## config.mk

```make
export PLATFORM = sky130hd
export DESIGN_NAME = zol_sequencer
export DESIGN_NICKNAME = d
export VERILOG_FILES = /design/src/rtl/zol_pkg.sv /design/src/rtl/zol_stack.sv /design/src/rtl/zol_next_pc.sv /design/src/rtl/zol_sequencer.sv
export SDC_FILE = /design/constraint.sdc
export NUM_CORES = 1
export LEC_CHECK = 0
export BUFFER_PORTS_ARGS = -buffer_cell sky130_fd_sc_hd__buf_2
export CORE_ASPECT_RATIO = 0.75
export CORE_MARGIN = 2
export CORE_UTILIZATION = 30
export DETAILED_ROUTE_END_ITERATION = 12
export PLACE_DENSITY = 0.44
export SYNTH_ARGS = -nofsm -noshare
export SYNTH_HDL_FRONTEND = slang
export SYNTH_SLANG_ARGS = --single-unit
```

## constraint.sdc

```tcl
create_clock -name clk -period 8.17 [get_ports clk]
set_input_delay 0 -clock clk [delete_from_list [all_inputs] [get_ports clk]]
set_output_delay 0 -clock clk [all_outputs]
set_load 0.05 [all_outputs]
```

## src/rtl/zol_pkg.sv

```systemverilog
package zol_pkg;
  typedef enum logic [2:0] {
    OP_SEQ  = 3'd0,
    OP_JUMP = 3'd1,
    OP_CALL = 3'd2,
    OP_RET  = 3'd3,
    OP_DO   = 3'd4
  } seq_op_e;
endpackage

```

## src/rtl/zol_stack.sv

```systemverilog
// LIFO with top-of-stack rewrite and sticky overflow/underflow flags.
module zol_stack #(
  parameter int W     = 12,
  parameter int DEPTH = 4
) (
  input  logic         clk,
  input  logic         rst_n,
  input  logic         push,
  input  logic         pop,
  input  logic         wr_top,
  input  logic [W-1:0] din,
  output logic [W-1:0] top,
  output logic         empty,
  output logic         ovf,
  output logic         unf
);
  localparam int PW = $clog2(DEPTH + 1);
  localparam int IW = (DEPTH > 1) ? $clog2(DEPTH) : 1;

  logic [W-1:0]  mem [DEPTH];
  logic [PW-1:0] ptr_q, ptr_d, top_ptr;
  logic [IW-1:0] wr_idx, top_idx;
  logic          full;
  logic          ovf_q, ovf_d, unf_q, unf_d;

  assign empty   = (ptr_q == '0);
  assign full    = (ptr_q == PW'(DEPTH));
  assign top_ptr = ptr_q - 1'b1;
  assign top_idx = top_ptr[IW-1:0];
  assign wr_idx  = ptr_q[IW-1:0];
  assign top     = empty ? '0 : mem[top_idx];
  assign ovf     = ovf_q;
  assign unf     = unf_q;

  always_comb begin
    ptr_d = ptr_q;
    if (push && !full)
      ptr_d = ptr_q + 1'b1;
    else if (pop && !empty)
      ptr_d = ptr_q - 1'b1;
    ovf_d = ovf_q | (push & full);
    unf_d = unf_q | (pop & empty);
  end

  always_ff @(posedge clk or negedge rst_n) begin
    if (!rst_n) begin
      ptr_q <= '0;
      ovf_q <= 1'b0;
      unf_q <= 1'b0;
    end else begin
      ptr_q <= ptr_d;
      ovf_q <= ovf_d;
      unf_q <= unf_d;
    end
  end

  // Storage carries no reset; the pointer alone defines validity.
  always_ff @(posedge clk) begin
    if (push && !full)
      mem[wr_idx] <= din;
    else if (wr_top && !empty)
      mem[top_idx] <= din;
  end


  depth_bound_chk: assert property (@(posedge clk) disable iff (!rst_n)
    ptr_q <= PW'(DEPTH));


  full_push_drop_chk: assert property (@(posedge clk) disable iff (!rst_n)
    (push && full && !pop) |=> ($stable(ptr_q) && ovf_q));


  unf_sticky_chk: assert property (@(posedge clk) disable iff (!rst_n)
    unf_q |=> unf_q);
endmodule

```

## src/rtl/zol_next_pc.sv

```systemverilog
// Next-address selection and stack command generation.
module zol_next_pc
  import zol_pkg::*;
#(
  parameter int AW = 12,
  parameter int CW = 16
) (
  input  logic [2:0]    op,
  input  logic          cond,
  input  logic [AW-1:0] target,
  input  logic [CW-1:0] count,
  input  logic [AW-1:0] pc,
  input  logic [AW-1:0] pc_top,
  input  logic          pc_empty,
  input  logic [AW-1:0] end_top,
  input  logic          end_empty,
  input  logic [CW-1:0] cnt_top,
  output logic [AW-1:0] pc_nxt,
  output logic          pc_push,
  output logic          pc_pop,
  output logic [AW-1:0] pc_din,
  output logic          end_push,
  output logic          end_pop,
  output logic          cnt_push,
  output logic          cnt_pop,
  output logic          cnt_wr,
  output logic [CW-1:0] cnt_din
);
  logic [AW-1:0] pc_inc;
  logic          at_end, last_pass;
  seq_op_e       op_e;

  assign pc_inc    = pc + 1'b1;
  assign at_end    = !end_empty && (pc == end_top);
  assign last_pass = (cnt_top <= CW'(1));
  assign op_e      = seq_op_e'(op);

  always_comb begin
    pc_nxt   = pc_inc;
    pc_push  = 1'b0;
    pc_pop   = 1'b0;
    pc_din   = pc_inc;
    end_push = 1'b0;
    end_pop  = 1'b0;
    cnt_push = 1'b0;
    cnt_pop  = 1'b0;
    cnt_wr   = 1'b0;
    cnt_din  = count;
    case (op_e)
      OP_JUMP: if (cond) pc_nxt = target;
      OP_CALL: begin
        pc_push = 1'b1;
        pc_nxt  = target;
      end
      OP_RET: begin
        pc_pop = 1'b1;
        if (!pc_empty) pc_nxt = pc_top;
      end
      OP_DO: begin
        pc_push  = 1'b1;
        end_push = 1'b1;
        cnt_push = 1'b1;
      end
      default: begin
        if (at_end) begin
          if (last_pass) begin
            pc_pop  = 1'b1;
            end_pop = 1'b1;
            cnt_pop = 1'b1;
          end else begin
            cnt_wr  = 1'b1;
            cnt_din = cnt_top - 1'b1;
            pc_nxt  = pc_top;
          end
        end
      end
    endcase
  end
endmodule

```

## src/rtl/zol_sequencer.sv

```systemverilog
module zol_sequencer #(
  parameter int AW         = 12,
  parameter int CW         = 16,
  parameter int PC_DEPTH   = 16,
  parameter int LOOP_DEPTH = 4
) (
  input  logic          clk,
  input  logic          rst_n,
  input  logic [2:0]    op_i,
  input  logic          cond_i,
  input  logic [AW-1:0] target_i,
  input  logic [CW-1:0] count_i,
  output logic [AW-1:0] fetch_addr_o,
  output logic          pc_stk_empty_o,
  output logic          loop_active_o,
  output logic [2:0]    ovf_o,
  output logic [2:0]    unf_o
);
  import zol_pkg::*;

  logic [AW-1:0] fetch_q, fetch_d;
  logic [AW-1:0] pc_top, pc_din, end_top;
  logic [CW-1:0] cnt_top, cnt_din;
  logic          pc_empty, end_empty, cnt_empty;
  logic          pc_push, pc_pop, end_push, end_pop;
  logic          cnt_push, cnt_pop, cnt_wr;
  logic          pc_ovf, end_ovf, cnt_ovf, pc_unf, end_unf, cnt_unf;

  zol_next_pc #(.AW(AW), .CW(CW)) u_next (
    .op(op_i), .cond(cond_i), .target(target_i), .count(count_i),
    .pc(fetch_q), .pc_top(pc_top), .pc_empty(pc_empty),
    .end_top(end_top), .end_empty(end_empty), .cnt_top(cnt_top),
    .pc_nxt(fetch_d), .pc_push(pc_push), .pc_pop(pc_pop), .pc_din(pc_din),
    .end_push(end_push), .end_pop(end_pop),
    .cnt_push(cnt_push), .cnt_pop(cnt_pop), .cnt_wr(cnt_wr), .cnt_din(cnt_din)
  );

  zol_stack #(.W(AW), .DEPTH(PC_DEPTH)) u_pc_stk (
    .clk(clk), .rst_n(rst_n), .push(pc_push), .pop(pc_pop), .wr_top(1'b0),
    .din(pc_din), .top(pc_top), .empty(pc_empty), .ovf(pc_ovf), .unf(pc_unf)
  );

  zol_stack #(.W(AW), .DEPTH(LOOP_DEPTH)) u_end_stk (
    .clk(clk), .rst_n(rst_n), .push(end_push), .pop(end_pop), .wr_top(1'b0),
    .din(target_i), .top(end_top), .empty(end_empty), .ovf(end_ovf), .unf(end_unf)
  );

  zol_stack #(.W(CW), .DEPTH(LOOP_DEPTH)) u_cnt_stk (
    .clk(clk), .rst_n(rst_n), .push(cnt_push), .pop(cnt_pop), .wr_top(cnt_wr),
    .din(cnt_din), .top(cnt_top), .empty(cnt_empty), .ovf(cnt_ovf), .unf(cnt_unf)
  );

  always_ff @(posedge clk or negedge rst_n) begin
    if (!rst_n) fetch_q <= '0;
    else        fetch_q <= fetch_d;
  end

  assign fetch_addr_o   = fetch_q;
  assign pc_stk_empty_o = pc_empty;
  assign loop_active_o  = !end_empty;
  assign ovf_o          = {cnt_ovf, end_ovf, pc_ovf};
  assign unf_o          = {cnt_unf, end_unf, pc_unf};


  seq_inc_chk: assert property (@(posedge clk) disable iff (!rst_n)
    (op_i == OP_SEQ && end_empty) |=> fetch_q == $past(fetch_q) + 1'b1);


  jump_taken_chk: assert property (@(posedge clk) disable iff (!rst_n)
    (op_i == OP_JUMP && cond_i) |=> fetch_q == $past(target_i));


  call_target_chk: assert property (@(posedge clk) disable iff (!rst_n)
    (op_i == OP_CALL) |=> (fetch_q == $past(target_i) && !pc_empty));


  loop_back_chk: assert property (@(posedge clk) disable iff (!rst_n)
    (op_i == OP_SEQ && !end_empty && fetch_q == end_top && cnt_top > CW'(1))
      |=> fetch_q == $past(pc_top));


  loop_stacks_aligned_chk: assert property (@(posedge clk) disable iff (!rst_n)
    end_empty == cnt_empty);
endmodule

```

# ---- Word-level counts from Yosys, hierarchy flattened
# Memories as Yosys holds them, arrays and structs flattened.
# Index checks and enable logic that the tools add are counted.
dict set report op_classes {
  add_sub_neg 8
  multipliers 0
  n_div 0
  order_cmp 1
  n_eq_ne 8
  shift 0
  n_mux 38
  n_bitwise 12
  n_reduce_logical 24
}
# operator count
set op_table {}
lappend op_table {{two-way mux 16 bit} 5}
lappend op_table {{two-way mux 12 bit} 6}
lappend op_table {{one-hot mux 12 bit (4 select lines)} 1}
lappend op_table {{two-way mux 1 bit} 18}
lappend op_table {{less-or-equal comparator 16 x 1 -> 1 bit (second input constant)} 1}
lappend op_table {{OR reduction 16 bit} 1}
lappend op_table {{subtractor 16 x 1 -> 16 bit (second input constant)} 1}
lappend op_table {{adder 12 x 1 -> 12 bit (second input constant)} 1}
lappend op_table {{equality test 12 bit} 1}
lappend op_table {{two-way mux 3 bit} 4}
lappend op_table {{two-way mux 5 bit} 2}
lappend op_table {{equality test 3 bit (second input constant)} 3}
lappend op_table {{logical AND 1 bit} 8}
lappend op_table {{adder 3 x 1 -> 3 bit (second input constant)} 2}
lappend op_table {{bitwise AND 1 bit} 6}
lappend op_table {{equality test 3 x 2 -> 1 bit (second input constant)} 2}
lappend op_table {{zero test 1 bit} 6}
lappend op_table {{zero test 3 bit} 2}
lappend op_table {{bitwise OR 1 bit} 6}
lappend op_table {{nonzero test 2 bit} 3}
lappend op_table {{subtractor 3 x 1 -> 3 bit (second input constant)} 2}
lappend op_table {{adder 5 x 1 -> 5 bit (second input constant)} 1}
lappend op_table {{equality test 5 bit (second input constant)} 1}
lappend op_table {{zero test 5 bit} 1}
lappend op_table {{other kinds (7)} 7}
dict set report word_totals {
  register_bits 29
  latchBits 0
  ramBits 304
  romBits 0
  inputBits 34
  output_inout_bits 20
  mem_count 3
}
# name words word_bits rd rd_clocked_by_memory_dff write_ports line_no
set memory_table {}
lappend memory_table {u_pc_stk.mem 16 12 1 0 1 zol_stack.sv:20} ;# logic [W-1:0] mem [DEPTH];
lappend memory_table {u_cnt_stk.mem 4 16 1 0 1 zol_stack.sv:20}
lappend memory_table {u_end_stk.mem 4 12 1 0 1 zol_stack.sv:20}

# ---- Longest topological paths before layout
# An unclocked memory read counts as a cell.
dict set report logic_depth {
  ltp_word 13
  depth_mapped 18
  ltp_nobuf 12
}

# ---- Hierarchy
# Synthesis repeated with hierarchy kept, for this count alone.
dict set report hier_totals {
  cells_unflattened 889
  hier_area_um2 14966.9
}
# mod n_inst cells_each area_per_inst_um2 seq_area_each_um2
set by_module_without_submodules {}
lappend by_module_without_submodules {{zol_stack at u_pc_stk} 1 407 8101.5 5940.7}
lappend by_module_without_submodules {{zol_stack at u_cnt_stk} 1 142 2798.9 2047.0}
lappend by_module_without_submodules {{zol_stack at u_end_stk} 1 116 2219.6 1566.5}
lappend by_module_without_submodules {zol_next_pc 1 204 1493.9 0.0}
lappend by_module_without_submodules {zol_sequencer 1 20 352.8 300.3}

# ---- Worst setup path before layout
# Ideal clock, no wire load.
dict set report synth_path {
  path_type {register -> register}
  start {reg u_cnt_stk.ptr_q[0]}
  end {mem u_cnt_stk.mem[0][0] (netlist bit), enable pin}
  setup_ps 414
  t_arrival_ps 4923
  t_required_ps 7756
  path_slack_ps 2833
  path_stages_with_launch 18
  n_path_buf 6
  synth_period_minus_slack_ps 5337
  path_cell_list {dfrtp_1 buf_6 buf_2 inv_1 ha_1 buf_1 buf_2 mux4_2 nand2_1 inv_1 ha_1 nor2_1 nor2_1 a31o_2 or3_1 buf_2 buf_2 o31ai_1}
}
dict set report synth_between {
  elab_chain_len 13
  elab_cells_between_ends 21
  cone_classes {add/sub (1); order compare (1); eq/ne (1); mux (11); reduce/logical (6); memory (1)}
}
# item line_no
set synth_rtl {}
lappend synth_rtl {{start: declaration} zol_stack.sv:21} ;# logic [PW-1:0] ptr_q, ptr_d, top_ptr;
lappend synth_rtl {{start signal: assignment} zol_stack.sv:51} ;# ptr_q <= ptr_d;
lappend synth_rtl {{subtractor 3 x 1 -> 3 bit} --}
lappend synth_rtl {{memory read (4 x 16 bit)} --}
lappend synth_rtl {{two-way mux 16 bit} zol_stack.sv:31} ;# assign top = empty ? '0 : mem[top_idx];
lappend synth_rtl {{less-or-equal comparator 16 x 1 -> 1 bit} zol_next_pc.sv:35} ;# assign last_pass = (cnt_top <= CW'(1));
lappend synth_rtl {{two-way mux 1 bit} zol_next_pc.sv:66} ;# if (last_pass) begin
lappend synth_rtl {{two-way mux 1 bit} zol_next_pc.sv:65} ;# if (at_end) begin
lappend synth_rtl {{two-way mux 1 bit} zol_next_pc.sv:49} ;# case (op_e)
lappend synth_rtl {{logical AND 1 bit} zol_stack.sv:61} ;# else if (wr_top && !empty)
lappend synth_rtl {{two-way mux 1 bit} zol_stack.sv:61}
lappend synth_rtl {{two-way mux 1 bit} zol_stack.sv:59} ;# if (push && !full)
lappend synth_rtl {{two-way mux 1 bit (not written as such)} zol_stack.sv:62} ;# mem[top_idx] <= din;
lappend synth_rtl {{OR reduction 16 bit (no line)} --}
lappend synth_rtl {{two-way mux 2 bit (no line) or two-way mux 1 bit (tied branches)} --}
lappend synth_rtl {{end: declaration} zol_stack.sv:20}
# Parallel ways exist; a longest one is shown, timed or not.

# ---- Worst setup path after layout
dict set report layout_path {
  start {reg u_cnt_stk.ptr_q[0]}
  end {mem u_cnt_stk.mem[1][13] (netlist bit), enable pin}
}
# The elaborated chain is that of the path after synthesis.

==> flow_metrics.py <==
metrics = {
    "min_path": {
        "whs_path_depth": 4,
        "holdCritStartpoint": "op_i[2]",
        "hp-class": "in -> reg",
        "hold_path_end": "u_cnt_stk.ptr_q[2]$_DFFE_PN0P_",
    },
    "place": {
        "portBuffers": 53,
        "hpwl_um": 22500,
        "gp_congestion": 0.743,
        "dp.cells": 1552,
    },
    "sta": {
        "hold_violations": 0,
        "setup_viol": 0,
        "layout_min_cycle_time_ps": 5340,
        "fin_tns_setup_ps": 0,
        "fmax_mhz": 187,
        "slew_viol_final": 0,
        "finalCritPeriodShare_pct": 65.3,
        "max-slew-margin-rel_pct": 19.3,
        "tightest_slew_ps": 1210,
        "finClkSkew_ps": 21.3,
        "rsz0062_at_grt": "false",
    },
    "grt": {
        "grt_antenna_before_repair": 1,
        "gr-total-overflow": 0,
        "grt_max_degree": 51,
        "gr-usage-all-layers_pct": 14.2,
        "grt_pass1_vias": 8564,
        "grt_pass1_wl_um": 54300,
    },
    "worst_setup_path": {
        "endpoint_kind": "register",
        "rrSetupSlack_ps": 2830,
        "path_cells": "buf_4 > inv_1 > ha_1 > mux4_2 > nand2_1 > ha_1 > nor2_1 > nor2_1 > a31o_2 > or3_1 > buf_4 > o31ai_2 > buf_4",
        "crit_fanout": 36,
        "cpMostUsedCell": "buf_4",
        "rr_startpoint": "u_cnt_stk.ptr_q[0]$_DFFE_PN0P_",
        "critical_path_class": "reg -> reg",
        "rr_worst_depth": 13,
        "critPathRequiredTime_ps": 8400,
        "cp_slowest_cell": "ha_1",
        "rr_endpoint": "u_cnt_stk.mem[1][13]$_DFFE_PP_",
        "start_kind": "register",
        "slowest_delay_ps": 920,
        "worstPathArrival_ps": 5570,
    },
    "synth": {
        "syn_area_um2": 14500,
        "synth-seq-area-share_pct": 68.1,
        "ys_types": 62,
        "synth-seq-cells": 333,
        "synthesis.nets": 944,
        "ys_warn_count": 0,
        "async_flop_share_pct": 8.71,
        "synth_edf_count": 304,
        "syn_inst": 894,
        "ys.flop_type": "edfxtp_1",
        "syn_area_per_cell_um2": 16.2,
    },
    "floorplanning": {
        "boundaryPins": 54,
        "core_um2": 47500,
        "rows": 69,
        "start_util_pct": 30.5,
        "dieArea_um2": 50100,
        "die_w_um": 258,
        "die_height_um": 194,
    },
    "clock_network": {
        "ctsResizeCount": 0,
        "numCtsBuffers": 36,
        "clkTransAtPathRegs_ps": 70,
        "clock-sinks": 333,
        "cts.path.max_buffers": 3,
        "insertion_delay_ps": 540,
        "cts_tree": "done",
        "htreeDepth": 2,
        "cts_setup_buffers": 0,
        "cts-root-buf": "clkbuf_16",
        "hold_buffers": 29,
    },
    "power_and_ir_drop": {
        "powerDensity_nw_per_um2": 382,
        "p_leak_nw": 5.82,
        "vdd_drop_max_v": 0.000160,
    },
    "cells_and_area": {
        "fill_cells": 4537,
        "area_delta_synth_final_pct": 17.2,
        "drive_gt1_share_pct": 21.6,
        "utilization_pct": 35.7,
        "layoutNonFillerInstCount": 1648,
        "fin_nets": 1030,
    },
    "detailed_routing": {
        "vias": 8106,
        "viasPerCell": 4.92,
        "antenna_left": 0,
        "wl_per_cell_um": 21.2,
        "drt_iter0_markers": 623,
        "firstDrtPassIters": 5,
        "route.detailed.drc": 0,
        "wl_um": 34900,
    },
    "run_status": {
        "status": "completed",
    },
    "flow_run": {
        "drv_cap": 0,
    },
}
-- worst max-delay path by stage --
stage,slack (ps),startpoint,to,cells after the start
finish,2830,u_cnt_stk.ptr_q[0]$_DFFE_PN0P_,u_cnt_stk.mem[1][13]$_DFFE_PP_,13
CTS,2680,u_end_stk.ptr_q[0]$_DFFE_PN0P_,u_cnt_stk.mem[0][12]$_DFFE_PP_,11
global route,2390,u_cnt_stk.ptr_q[0]$_DFFE_PN0P_,u_cnt_stk.mem[0][14]$_DFFE_PP_,13
detailed placement,2700,u_end_stk.ptr_q[0]$_DFFE_PN0P_,u_cnt_stk.mem[0][14]$_DFFE_PP_,11
floorplan,2830,u_cnt_stk.ptr_q[0]$_DFFE_PN0P_,u_cnt_stk.mem[0][0]$_DFFE_PP_,17
global placement,2880,u_cnt_stk.ptr_q[0]$_DFFE_PN0P_,u_cnt_stk.mem[0][14]$_DFFE_PP_,13
-- stage by stage --
| stage | worst slack, ps | instance area (um2) | hold WS, ps | power, mW |
|---|---|---|---|---|
| after floorplan | 2830 | 14500 | -296 | 4.14 |
| after global placement | 2880 | 15500 | 157 | 4.89 |
| after detailed placement | 2700 | 15500 | 133 | 4.90 |
| after CTS | 2680 | 17000 | 68.9 | 6.58 |
| after global routing | 2390 | 17000 | 115 | 6.89 |
| final | 2830 | 17000 | 83.2 | 6.48 |
-- cells in the final DEF (no fill, tap or decap), types with 20 or more instances in the layout --
| cell type | synthesis | layout |
|---|---|---|
| edfxtp_1 | 304 | 304 |
| nand2_1 | 92 | 92 |
| mux4_2 | 72 | 72 |
| buf_2 | 7 | 53 |
| nand3_1 | 47 | 47 |
| clkbuf_16 | 0 | 36 |
| a21oi_1 | 32 | 32 |
| dlygate4sd3_1 | 0 | 29 |
| dfrtp_1 | 29 | 28 |
| o21ai_0 | 22 | 22 |
| nor2_1 | 22 | 21 |
| buf_4 | 6 | 20 |
-- power breakdown --
part	total [mW]	internal (mW)	switching [mW]
sequential	2.32	2.15	0.165
clock	1.66	0.970	0.692
combinational	2.50	0.964	1.54
-- registers in the layout, summed over array words and instances (netlist names) --
register and cells:
u_end_stk.ovf 1, u_pc_stk.ptr_q 5, fetch_addr_o 12, u_end_stk.mem 48, u_end_stk.unf 1, u_cnt_stk.unf 1
u_pc_stk.ovf 1, u_cnt_stk.ptr_q 3, u_cnt_stk.mem 64, u_pc_stk.unf 1, u_pc_stk.mem 192, u_cnt_stk.ovf 1
u_end_stk.ptr_q 3
-- synth_stat cells (3+ instances only) --
library cell  number  area, um2
and3_1            13       81.3
nor3_1            14       70.1
buf_4              6       45.0
clkbuf_1          30        113
and4_1             3       26.3
buf_1              6       22.5
nand3b_1           3       22.5
or3_1              3       18.8
buf_6              4       45.0
nand2_1           92        345
nand3_1           47        235
a222oi_1           6       60.1
nand4_1            4       25.0
a31o_2             3       26.3
inv_1             13       48.8
nor3b_1            3       22.5
ha_1              16        200
mux4_1             3       78.8
dfrtp_1           29        726
o21ai_1            3       15.0
a21oi_1           32        160
a221o_1            5       50.1
o211ai_1           3       22.5
o21ai_0           22        110
a211oi_1           5       37.5
edfxtp_1         304       9130
nor2_1            22       82.6
xnor2_1           21        184
mux2i_1           13        130
a21o_1            13       97.6
o31ai_1            3       22.5
buf_2              7       35.0
and2_1            19        119
xor2_1            17        149
mux4_2            72       1620
-- layout make-up --
class	instances	area (um2)	area share (%)
multi-input combinational	494	4370	25.7
inverter	13	48.8	0.288
clock buffer	48	966	5.69
clock inverter	18	221	1.31
sequential	333	9860	58.1
timing repair buffer	102	706	4.16
antenna	1	2.50	0.0147
tap	639	800	4.71
-- worst max-delay path, delay by kind of cell, from the launching register on --
| family | cells | cell delay [ps] |
|---|---|---|
| mux | 1 | 380 |
| compound gates | 2 | 1140 |
| buf+inv | 4 | 1200 |
| flops | 1 | 320 |
| fa+ha+maj | 2 | 1280 |
| simple gates | 4 | 690 |
-- cell families after synthesis --
family / count (synthesis) / synth area share [%]
DFF: 333 / 68.1
and+or+nand+nor: 239 / 8.16
buffers and inverters: 67 / 2.27
adders and majority gates: 16 / 1.38
muxes: 89 / 12.7
AOI/OAI and AO/OA: 112 / 5.10
xor gates and xnor gates: 38 / 2.30
-- routing by layer --
layer | wire, um | vias up | global-route usage, %
li1 | - | 3683 | -
met1 | 17500 | 4218 | 21.8
met2 | 15400 | 172 | 21.0
met3 | 1600 | 33 | 2.50
met4 | 374 | 0 | 2.57
met5 | 0 | - | 0
Power figures use the tool's default switching activity.
